**src/rtl/sps_pkg.sv**
```systemverilog
package sps_pkg;
  // Bit positions of the asynchronous control lines inside the synchroniser bundle.
  localparam int unsigned SEL_IDX = 0;
  localparam int unsigned SCK_IDX = 1;
  localparam int unsigned LINES   = 2;

  // Idle levels: select released (high), serial clock low so reset creates no falling edge.
  localparam logic [LINES-1:0] LINE_IDLE = 2'b01;
endpackage

```
**src/rtl/sps_sync.sv**
```systemverilog
module sps_sync #(
  parameter int unsigned     W       = 2,
  parameter int unsigned     STAGES  = 2,
  parameter logic [W-1:0]    RST_VAL = '0
) (
  input  logic         clk,
  input  logic         rst_n,
  input  logic [W-1:0] async_i,
  output logic [W-1:0] sync_o
);
  logic [STAGES-1:0][W-1:0] stage_q;

  always_ff @(posedge clk or negedge rst_n) begin
    if (!rst_n) stage_q[0] <= RST_VAL;
    else        stage_q[0] <= async_i;
  end

  for (genvar s = 1; s < STAGES; s++) begin : g_stage
    always_ff @(posedge clk or negedge rst_n) begin
      if (!rst_n) stage_q[s] <= RST_VAL;
      else        stage_q[s] <= stage_q[s-1];
    end
  end

  assign sync_o = stage_q[STAGES-1];
endmodule

```
**src/rtl/sps_edge.sv**
```systemverilog
module sps_edge #(
  parameter int unsigned  W       = 2,
  parameter logic [W-1:0] RST_VAL = '0
) (
  input  logic         clk,
  input  logic         rst_n,
  input  logic [W-1:0] lvl_i,
  output logic [W-1:0] fall_o,
  output logic [W-1:0] rise_o
);
  logic [W-1:0] prev_q;

  always_ff @(posedge clk or negedge rst_n) begin
    if (!rst_n) prev_q <= RST_VAL;
    else        prev_q <= lvl_i;
  end

  assign fall_o = prev_q & ~lvl_i;
  assign rise_o = ~prev_q & lvl_i;
endmodule

```
**src/rtl/sps_shifter.sv**
```systemverilog
module sps_shifter #(
  parameter int unsigned ANGLE_W = 12
) (
  input  logic               clk,
  input  logic               rst_n,
  input  logic [ANGLE_W-1:0] angle_i,
  input  logic               sel_lvl_i,
  input  logic               sel_fall_i,
  input  logic               sel_rise_i,
  input  logic               sck_fall_i,
  input  logic               sck_rise_i,
  output logic               bit_o,
  output logic               drive_o
);
  localparam int unsigned        CNT_W    = $clog2(ANGLE_W + 1);
  localparam logic [CNT_W-1:0]   CNT_FULL = CNT_W'(ANGLE_W);

  logic [ANGLE_W-1:0] shreg_q, shreg_d;
  logic [CNT_W-1:0]   cnt_q, cnt_d;
  logic               act_q, act_d;
  logic               upd_en;

  // Clock enable: only frame start, frame end, or an in-frame shift touch state.
  assign upd_en = sel_fall_i | sel_rise_i | (act_q & sck_fall_i);

  // Next state. Select edges take priority over a simultaneous shift.
  always_comb begin
    shreg_d = shreg_q;
    cnt_d   = cnt_q;
    act_d   = act_q;
    if (sel_fall_i) begin
      shreg_d = angle_i;
      cnt_d   = '0;
      act_d   = 1'b1;
    end else if (sel_rise_i) begin
      shreg_d = '0;
      cnt_d   = '0;
      act_d   = 1'b0;
    end else if (act_q && sck_fall_i) begin
      shreg_d = {shreg_q[ANGLE_W-2:0], 1'b0};
      cnt_d   = (cnt_q == CNT_FULL) ? cnt_q : cnt_q + 1'b1;
    end
  end

  always_ff @(posedge clk or negedge rst_n) begin
    if (!rst_n) begin
      shreg_q <= '0;
      cnt_q   <= '0;
      act_q   <= 1'b0;
    end else if (upd_en) begin
      shreg_q <= shreg_d;
      cnt_q   <= cnt_d;
      act_q   <= act_d;
    end
  end

  assign bit_o   = act_q & shreg_q[ANGLE_W-1];
  assign drive_o = act_q;

  // select held high for two synchronised cycles means the line is released.
  a_r2_idle_released: assert property (@(posedge clk) disable iff (!rst_n)
    (sel_lvl_i && $past(sel_lvl_i)) |-> !drive_o);

  // a select fall loads the angle seen in that cycle and starts driving.
  a_r3_capture_on_select: assert property (@(posedge clk) disable iff (!rst_n)
    sel_fall_i |=> (drive_o && shreg_q == $past(angle_i)));

  // an in-frame serial fall moves the frame one position toward the MSB.
  a_r5_shift_one: assert property (@(posedge clk) disable iff (!rst_n)
    (act_q && sck_fall_i && !sel_fall_i && !sel_rise_i)
      |=> (shreg_q[ANGLE_W-1:1] == $past(shreg_q[ANGLE_W-2:0]) && !shreg_q[0]));

  // once all bits are out the line stays low.
  a_r6_tail_low: assert property (@(posedge clk) disable iff (!rst_n)
    (act_q && cnt_q == CNT_FULL) |-> !bit_o);

  // a select rise always ends the frame, even with a serial fall.
  a_r7_abort: assert property (@(posedge clk) disable iff (!rst_n)
    sel_rise_i |=> !drive_o);

  // a rising serial edge on its own leaves the frame untouched.
  a_r9_rise_inert: assert property (@(posedge clk) disable iff (!rst_n)
    (sck_rise_i && !sel_fall_i && !sel_rise_i) |=> $stable(shreg_q));

  // capture beats a coincident shift; counter starts from zero.
  a_r10_capture_wins: assert property (@(posedge clk) disable iff (!rst_n)
    (sel_fall_i && sck_fall_i) |=> (cnt_q == '0 && bit_o == $past(angle_i[ANGLE_W-1])));
endmodule

```
**src/rtl/angle_serial_port.sv**
```systemverilog
module angle_serial_port
  import sps_pkg::*;
#(
  parameter int unsigned ANGLE_W     = 12,
  parameter int unsigned SYNC_STAGES = 2
) (
  input  logic               clk,
  input  logic               rst_n,
  input  logic [ANGLE_W-1:0] angle_i,
  input  logic               sel_n_i,
  input  logic               sck_i,
  output logic               sdo_o,
  output logic               sdo_oe_o
);
  logic [LINES-1:0] line_async, line_sync, line_fall, line_rise;

  assign line_async[SEL_IDX] = sel_n_i;
  assign line_async[SCK_IDX] = sck_i;

  sps_sync #(
    .W       (LINES),
    .STAGES  (SYNC_STAGES),
    .RST_VAL (LINE_IDLE)
  ) i_sync (
    .clk     (clk),
    .rst_n   (rst_n),
    .async_i (line_async),
    .sync_o  (line_sync)
  );

  sps_edge #(
    .W       (LINES),
    .RST_VAL (LINE_IDLE)
  ) i_edge (
    .clk    (clk),
    .rst_n  (rst_n),
    .lvl_i  (line_sync),
    .fall_o (line_fall),
    .rise_o (line_rise)
  );

  sps_shifter #(
    .ANGLE_W (ANGLE_W)
  ) i_shifter (
    .clk        (clk),
    .rst_n      (rst_n),
    .angle_i    (angle_i),
    .sel_lvl_i  (line_sync[SEL_IDX]),
    .sel_fall_i (line_fall[SEL_IDX]),
    .sel_rise_i (line_rise[SEL_IDX]),
    .sck_fall_i (line_fall[SCK_IDX]),
    .sck_rise_i (line_rise[SCK_IDX]),
    .bit_o      (sdo_o),
    .drive_o    (sdo_oe_o)
  );
endmodule

```
**config.mk**
```make
export PLATFORM = sky130hd
export DESIGN_NAME = angle_serial_port
export DESIGN_NICKNAME = d
export VERILOG_FILES = /design/src/rtl/sps_pkg.sv /design/src/rtl/sps_sync.sv /design/src/rtl/sps_edge.sv /design/src/rtl/sps_shifter.sv /design/src/rtl/angle_serial_port.sv
export SDC_FILE = /design/constraint.sdc
export NUM_CORES = 1
export LEC_CHECK = 0
export ABC_CLOCK_PERIOD_IN_PS = 2040
export BUFFER_PORTS_ARGS = -buffer_cell sky130_fd_sc_hd__buf_2
export CORE_MARGIN = 2
export CORE_UTILIZATION = 25
export DETAILED_ROUTE_END_ITERATION = 6
export SLEW_MARGIN = 5
export SYNTH_ARGS = -nofsm -noshare
export SYNTH_HDL_FRONTEND = slang
export SYNTH_SLANG_ARGS = --single-unit
```
**constraint.sdc**
```tcl
create_clock -name clk -period 2.04 [get_ports clk]
set_input_delay 0.612 -clock clk [delete_from_list [all_inputs] [get_ports clk]]
set_output_delay 0.612 -clock clk [all_outputs]
set_load 0.02 [all_outputs]
```
==> summary.txt, run 1 <==
Diode count -> 0
Int Power -> 0.630 mW
Worst reg-to-reg setup slack -> 280 ps
Mapped cell area -> 838 µm²
Final setup viols -> 0
Tcrit/Tclk final -> 86.1%
Antenna violations before repair -> 0
Max Fclk -> 569 MHz
Final setup TNS -> 0 ps
Max Cap Violations -> 0
Final HPWL DP -> 1.10 mm
Psw -> 0.214 mW
Filler cells -> 340
# hold bufs at CTS -> 0
Buffers on Ports -> 17
Sw Share -> 25.3%
Final Critical Period -> 1760 ps
Worst EP arrival -> 1930 ps
Mux contribution to synthesized area -> 20.7%
Net count after synthesis -> 75
Post-CTS Setup Repair Bufs -> 0
CTS tree -> built
Worst EP required -> 2210 ps
Final wirelength -> 1.51 mm
Syn Area/Cell -> 14.7 µm²
Wirelength per Cell -> 12.3 µm
Slew margin rel. -> 47.5%
Initial core utilization -> 25.5%
Largest family of logic cells by synthesized area -> multiplexers
Worst vdd ir -> 197 µV
# IOs -> 18
Register bit total from synthesis -> 19
Crit path max fanout -> 12
Cts bufs inserted -> 3
Initial DRC Count -> 1
Worst Max-Slew Pin Slew -> 788 ps
XOR/XNOR Fraction of Synth Area -> 0%
Number of global-route vias before repair -> 549
Adder-cell area share of the yosys netlist -> 2.99%
Simple-gate portion of the synthesized area -> 3.28%
Clock power frac -> 21.8%
Power share of the sequential group -> 56.3%
Worst Skew -> 8.34 ps
Synth Area in Compound Gates -> 12.1%
CTS root buffer -> clkbuf_4
Yosys warns -> 0
Critical Path Start Type -> register
Nets -> 96
Die Span X -> 61.9 µm
Slew Limit Fails -> 0
WP buf/inv -> 1
Die H -> 61.9 µm
Post-synth cell types -> 16
GPL Wtd Cong -> 0.757
Clk Latency, worst-skew pair -> 290 ps
Yosys top cell by area -> dfrtp_1
Clock sinks -> 19
Total grt overflow -> 0
Setup CP Type -> reg2reg
HP Class -> in2async
Comb power frac -> 22.0%
CP max-delay cell -> dfstp_2
Vias/cell -> 4.05
Deepest clock path buffer count -> 2
Global-route wire length before repair -> 2.65 mm
Post-synthesis sequential area ratio -> 57.2%
CP delay by family, top -> flip-flops
Area contributors post-synth -> dfrtp_1 (48%), mux2_4 (14%), a22o_1 (10%)
Largest net degree at the start of global routing -> 20
DR vias -> 498
Synth-to-layout area growth -> 19.1%
Layout cells sized above 1 -> 48.1%
Number of nets with antenna violations after routing -> 0
Area share of the largest cell type after synthesis -> 47.8%
Unrepaired setup endpoints after global routing -> no
Leak -> 0.498 nW
Status -> completed
First-pass detailed-route iteration total -> 3
Non-filler cells in the finished layout -> 123
Power Dens Cells -> 845 nW/µm²
H-tree depth -> 1
Drt drc -> 0
Endpoints failing hold -> 0
Placed cells -> 119
Worst setup EP type -> register
Clk slew on worst S/H paths -> 110 ps
Total track usage -> 9.62%
Crit-path max cell delay -> 550 ps
Post-cts gate resize count -> 0
Die area -> 3830 µm²
Core area -> 3280 µm²
Critical Path, Cell by Cell -> inv_1 -> ha_1 -> o21ai_2 -> mux2_2
Synthesized instance count -> 57
Num rows -> 21
-- final cells by class --
class | instances | area [µm²] | area share [%]
Multi-Input combinational cell | 32 | 328 | 32.8
Tap cell | 46 | 57.6 | 5.76
Clock buffer | 4 | 26.3 | 2.63
Timing Repair Buffer | 18 | 92.6 | 9.27
Sequential cell | 19 | 479 | 48.0
Inverter | 4 | 15.0 | 1.50
-- power by group through the flow --
stage	logic [mW]	registers, mW	clock network (mW)
2_1_floorplan	0.144	0.473	0
3_3_place_gp	0.183	0.477	0
3_5_place_dp	0.188	0.482	0
4_1_cts	0.189	0.475	0.192
5_1_grt	0.204	0.483	0.214
6_report	0.185	0.475	0.184
-- through the flow --
| stage | total power [mW] | setup WS [ps] | hold WS, ps | utilization (%) | cell area (µm²) |
|---|---|---|---|---|---|
| after floorplan | 0.617 | 489 | 316 | - | 838 |
| after global placement | 0.660 | 345 | 333 | 29.6 | 972 |
| after detailed placement | 0.670 | 290 | 338 | 29.6 | 972 |
| after CTS | 0.857 | 270 | 253 | 30.4 | 998 |
| after global routing | 0.901 | 204 | 253 | 30.4 | 998 |
| final | 0.844 | 283 | 242 | 30.4 | 998 |
-- kinds of logic after synthesis --
kind of cell	Yosys count
DFF	19
buffers and inverters	6
and+or+nand+nor	5
adders and majority gates	2
muxes	13
AOI/OAI and AO/OA	12
-- synth_stat cells (all sizes together) --
cell type	n
nor2	1
and2	1
ha	2
buf	2
inv	4
mux2i	2
o21ai	1
nor3b	1
nand2	2
mux2	11
dfrtp	16
a21oi	1
dfstp	3
a22o	10
-- placed cells by master (no fill, tap or decap) --
master	netlist	routed
a21oi_1	1	1
a22o_1	10	10
and2_1	1	1
buf_2	1	17
buf_4	0	1
clkbuf_1	0	1
clkbuf_4	0	3
dfrtp_1	16	16
dfstp_2	3	3
ha_1	2	2
inv_1	4	4
mux2_2	3	3
mux2_4	8	8
mux2i_1	2	2
nand2_1	2	2
nor2_2	1	1
nor3b_1	1	1
o21ai_2	1	1
-- state kept, by name, indices dropped and copies added, names as in the netlist --
name               count
i_sync.sync_o          2
i_sync.stage_q         2
i_shifter.drive_o      1
i_shifter.shreg_q     12
i_edge.prev_q          2
-- worst paths after layout --
| kind | from | end | cells past startpoint |
|---|---|---|---|
| setup / recovery | i_edge.prev_q[0] | i_shifter.shreg_q[1] | 4 |
| hold / removal | rst_n | i_shifter.shreg_q[4] | 1 |
| setup reg to reg | i_edge.prev_q[0] | i_shifter.shreg_q[1] | 4 |
| hold reg to reg | i_sync.stage_q[1] | i_sync.sync_o[1] | 0 |
| max in group asynchronous | rst_n | i_sync.sync_o[0] | 1 |
| min in group clk | i_sync.stage_q[1] | i_sync.sync_o[1] | 0 |
-- per-layer routing --
| layer | track usage (%) | wire (µm) | vias to the layer above | part of all wire, % |
|---|---|---|---|---|
| li1 | - | - | 242 | - |
| met5 | 0 | 0 | - | 0 |
| met2 | 14.9 | 766 | 7 | 51 |
| met3 | 1.86 | 43 | 2 | 2.8 |
| met4 | 5.47 | 27 | 0 | 1.8 |
| met1 | 12.6 | 675 | 247 | 45 |
(Power assumes the default switching activity.)
==> run 2, diff against run 1 <==
- CELL_PAD_IN_SITES_DETAIL_PLACEMENT: unset -> 1
- CELL_PAD_IN_SITES_GLOBAL_PLACEMENT: unset -> 1
- PLACE_DENSITY_LB_ADDON: unset -> 0.1
==> summary.txt, run 2 (synthesized netlist as in run 1, its figures left out) <==
CP delay by family, top -> flip-flops
Synth-to-layout area growth -> 19.1%
Leak -> 0.498 nW
Diode count -> 0
Setup crit start -> i_edge.prev_q[0]
Cts bufs inserted -> 3
Multi-input gate area -> 328 µm²
Post-CTS Setup Repair Bufs -> 0
Filler cells -> 367
First-pass detailed-route iteration total -> 2
FF-to-FF path depth -> 4
Largest net degree at the start of global routing -> 20
Final setup viols -> 0
Num rows -> 21
Stages on the worst setup path -> 4
Initial DRC Count -> 6
Total track usage -> 10.5%
Unrepaired setup endpoints after global routing -> no
CTS root buffer -> clkbuf_4
Core area -> 3280 µm²
Worst Skew -> 5.45 ps
Register area -> 479 µm²
Global-route wire length before repair -> 2.70 mm
Wirelength per Cell -> 13.4 µm
Critical Path Start Type -> register
Clk slew on worst S/H paths -> 120 ps
Initial core utilization -> 25.5%
HP Class -> in2async
Worst Max-Slew Pin Slew -> 853 ps
H-tree depth -> 1
Crit-path max cell delay -> 550 ps
Final wirelength -> 1.65 mm
Status -> completed
Number of global-route vias before repair -> 532
Endpoints failing hold -> 0
R2R Path End -> i_shifter.shreg_q[1]
Crit path max fanout -> 12
Layout cells sized above 1 -> 48.1%
Post-cts gate resize count -> 0
DR vias -> 521
Max Cap Violations -> 0
Design area -> 998 µm²
Vias/cell -> 4.24
Worst EP arrival -> 1960 ps
Tcrit/Tclk final -> 86.5%
Final Critical Period -> 1760 ps
Worst setup EP type -> register
Power Dens Cells -> 859 nW/µm²
CP endpoint -> i_shifter.shreg_q[1]
Final setup TNS -> 0 ps
Clk Latency, worst-skew pair -> 300 ps
Commonest cells after routing, fill and taps aside -> buf_2 (17), dfrtp_1 (16), a22o_1 (10)
Max Fclk -> 567 MHz
CP max-delay cell -> dfstp_2
Worst vdd ir -> 188 µV
Drt drc -> 0
Critical Path, Cell by Cell -> inv_1 -> ha_1 -> o21ai_2 -> mux2_2
# IOs -> 18
Max reg flops -> 12
Worst EP required -> 2230 ps
Slew Limit Fails -> 0
Nets -> 96
Setup CP Type -> reg2reg
Buffers on Ports -> 17
Deepest clock path buffer count -> 2
Antenna violations before repair -> 0
Die Span X -> 61.9 µm
WP buf/inv -> 1
Area after DPL -> 972 µm²
Die H -> 61.9 µm
Commonest non-fill, non-tap cell in the layout -> buf_2
Reg with most FFs -> i_shifter.shreg_q
RR Startpoint -> i_edge.prev_q[0]
# hold bufs at CTS -> 0
Final HPWL DP -> 1.11 mm
CTS tree -> built
Worst reg-to-reg setup slack -> 280 ps
Die area -> 3830 µm²
Total grt overflow -> 0
Number of nets with antenna violations after routing -> 0
Slew margin rel. -> 43.1%
Clock sinks -> 19
GPL Wtd Cong -> 0.603
## run 2: final cells by class
class / instances / area share, %
flip-flops and latches: 19 / 48.0
inverters: 4 / 1.50
repair buffers: 18 / 9.27
multi-input cells: 32 / 32.8
well taps: 46 / 5.76
clock buffers: 4 / 2.63
## run 2: worst min path at each step
| stage | startpoint | end | slack (ps) | cells past startpoint |
|---|---|---|---|---|
| floorplan | rst_n | i_edge.prev_q[1] | 320 | 0 |
| global placement | i_sync.stage_q[1] | i_sync.sync_o[1] | 330 | 0 |
| detailed placement | i_sync.stage_q[1] | i_sync.sync_o[1] | 340 | 0 |
| CTS | rst_n | i_edge.prev_q[1] | 250 | 1 |
| global route | rst_n | i_edge.prev_q[1] | 250 | 1 |
| finish | rst_n | i_shifter.shreg_q[4] | 240 | 1 |
## run 2: per-layer routing
layer | GRT usage (%) | up-vias | wire length, µm
li1 | - | 245 | -
met1 | 15.0 | 263 | 859
met2 | 14.3 | 11 | 705
met3 | 2.48 | 2 | 64
met4 | 6.38 | 0 | 18
met5 | 0 | - | 0
## run 2: where the power goes
| part | internal (mW) | leakage (nW) | switching [mW] |
|---|---|---|---|
| logic | 0.114 | 0.248 | 0.0739 |
| registers | 0.439 | 0.235 | 0.0323 |
| clock network | 0.0761 | 0.0150 | 0.121 |
## run 2: per-stage QoR
stage | utilization [%] | total power, mW | hold slack (ps) | instances | worst slack [ps]
floorplan | - | 0.617 | 316 | 57 | 489
global placement | 29.6 | 0.666 | 334 | 119 | 306
detailed placement | 29.6 | 0.671 | 336 | 119 | 264
CTS | 30.4 | 0.871 | 247 | 123 | 246
global route | 30.4 | 0.917 | 247 | 123 | 175
finish | 30.4 | 0.857 | 242 | 123 | 276
==> run 3, diff against run 2 <==
- ABC_AREA: unset -> 1
==> summary.txt, run 3 <==
Status -> completed
CTS root buffer -> clkbuf_4
Reg with most FFs -> i_shifter.shreg_q
Clock sinks -> 19
Clk slew on worst S/H paths -> 110 ps
Layout cells sized above 1 -> 24.2%
Core area -> 3360 µm²
Worst reg-to-reg setup slack -> 450 ps
Post-synth cell types -> 14
Vias/cell -> 4.25
Drt drc -> 0
Tcrit/Tclk final -> 78.0%
DR vias -> 723
Post-CTS Setup Repair Bufs -> 0
Nets -> 143
Global-route wire length before repair -> 3.55 mm
Area share of the largest cell type after synthesis -> 45.5%
Clk Latency, worst-skew pair -> 300 ps
Post-synth ARST share -> 100%
Worst setup EP type -> register
Max Cap Violations -> 0
Total track usage -> 11.5%
Initial DRC Count -> 43
Post-synthesis sequential area ratio -> 54.4%
First-pass detailed-route iteration total -> 2
Total grt overflow -> 0
Setup CP Type -> reg2reg
RR Startpoint -> i_edge.prev_q[0]
CP delay by family, top -> flip-flops
Die H -> 63.4 µm
CTS tree -> built
Deepest clock path buffer count -> 2
Net count after synthesis -> 124
Num rows -> 21
Final HPWL DP -> 1.36 mm
GPL Wtd Cong -> 0.666
Hold WS -> 238 ps
Mapped cell area -> 881 µm²
H-tree depth -> 1
Slew Limit Fails -> 0
Buffers on Ports -> 17
Final Critical Period -> 1590 ps
WP buf/inv -> 1
Initial core utilization -> 26.2%
Commonest cells after routing, fill and taps aside -> nand2_1 (58), buf_2 (17), dfrtp_1 (16)
Crit path max fanout -> 12
HP Class -> in2async
Area contributors post-synth -> dfrtp_1 (45%), nand2_1 (25%), dfstp_2 (8.9%)
Die Span X -> 63.4 µm
Critical Path, Cell by Cell -> inv_1 -> ha_1 -> nand2_2 -> nand2_1 -> nand2_1
Most used cell, CP -> nand2_1
Worst vdd ir -> 422 µV
Endpoints failing hold -> 0
Commonest non-fill, non-tap cell in the layout -> nand2_1
FF-to-FF path depth -> 5
Syn Area/Cell -> 8.31 µm²
CP max-delay cell -> dfstp_2
Final setup viols -> 0
# IOs -> 18
Max reg flops -> 12
Largest net degree at the start of global routing -> 20
Post-cts gate resize count -> 0
Leak -> 0.581 nW
Critical Path Start Type -> register
Unrepaired setup endpoints after global routing -> no
Register bit total from synthesis -> 19
Worst EP required -> 2240 ps
Final setup TNS -> 0 ps
Yosys top cell by area -> dfrtp_1
Worst Max-Slew Pin Slew -> 486 ps
Yosys warns -> 0
Number of nets with antenna violations after routing -> 0
Setup WS pre-CTS -> 426 ps
Commonest cells in the netlist -> nand2_1 (58), dfrtp_1 (16), nand3_1 (12), inv_1 (4), dfstp_2 (3)
Power Dens Cells -> 781 nW/µm²
Synthesized instance count -> 106
Slew margin rel. -> 67.6%
Number of global-route vias before repair -> 744
Most used DFF post-synth -> dfrtp_1
Die area -> 4010 µm²
Post-synth EDFFs -> 0
Crit-path max cell delay -> 550 ps
Cts bufs inserted -> 3
Synth-to-layout area growth -> 16.3%
Antenna violations before repair -> 0
Final Util -> 30.5%
Final wirelength -> 1.96 mm
Diode count -> 0
Max Fclk -> 629 MHz
# hold bufs at CTS -> 0
R2R Path End -> i_shifter.shreg_q[1]
Worst Skew -> 1.97 ps
Worst EP arrival -> 1790 ps
Count leader, synth -> nand2_1
Stages on the worst setup path -> 5
Wirelength per Cell -> 11.5 µm
Final worst setup slack -> 449 ps
[run 3: layer usage]
metal / vias to the layer above / part of all wire (%) / track usage (%) / wire, µm
met4: 0 / 0.61 / 2.45 / 12
li1: 363 / - / - / -
met1: 347 / 46 / 14.6 / 907
met5: - / 0 / 0 / 0
met3: 2 / 4.3 / 4.46 / 84
met2: 11 / 49 / 18.6 / 959
[run 3: layout make-up]
cell class / instances / area (µm²)
Inverter: 5 / 18.8
Multi-Input combinational cell: 77 / 343
Clock buffer: 4 / 26.3
Fill cell: 455 / 2340
Timing Repair Buffer: 19 / 100
Tap cell: 46 / 57.6
Sequential cell: 19 / 479
[run 3: logic make-up after synthesis]
group | share of synthesized area (%)
buffers and inverters | 6.68
muxes | 1.28
DFF | 54.4
and+or+nand+nor | 34.8
adders and majority gates | 2.84
[run 3: how the worst max path moves through the flow]
| stage | from | slack [ps] | endpoint |
|---|---|---|---|
| after global routing | i_edge.prev_q[0] | 290 | i_shifter.shreg_q[2] |
| after CTS | i_edge.prev_q[0] | 410 | i_shifter.shreg_q[1] |
| after floorplan | i_edge.prev_q[0] | 700 | i_shifter.drive_o |
| after global placement | i_edge.prev_q[0] | 410 | i_shifter.shreg_q[1] |
| after detailed placement | i_edge.prev_q[0] | 430 | i_shifter.shreg_q[1] |
| final | i_edge.prev_q[0] | 450 | i_shifter.shreg_q[1] |
[run 3: power breakdown]
group	internal, mW	leakage, nW	switching [mW]	total (mW)
sequential	0.430	0.237	0.0296	0.460
clock	0.0761	0.0150	0.119	0.195
combinational	0.0578	0.329	0.0880	0.146
[run 3: per-stage QoR]
stage | power, mW | area, µm² | cells
3_3_place_gp | 0.616 | 998 | 166
4_1_cts | 0.819 | 1020 | 170
6_report | 0.800 | 1020 | 170
5_1_grt | 0.864 | 1020 | 170
2_1_floorplan | 0.568 | 881 | 106
3_5_place_dp | 0.618 | 998 | 166
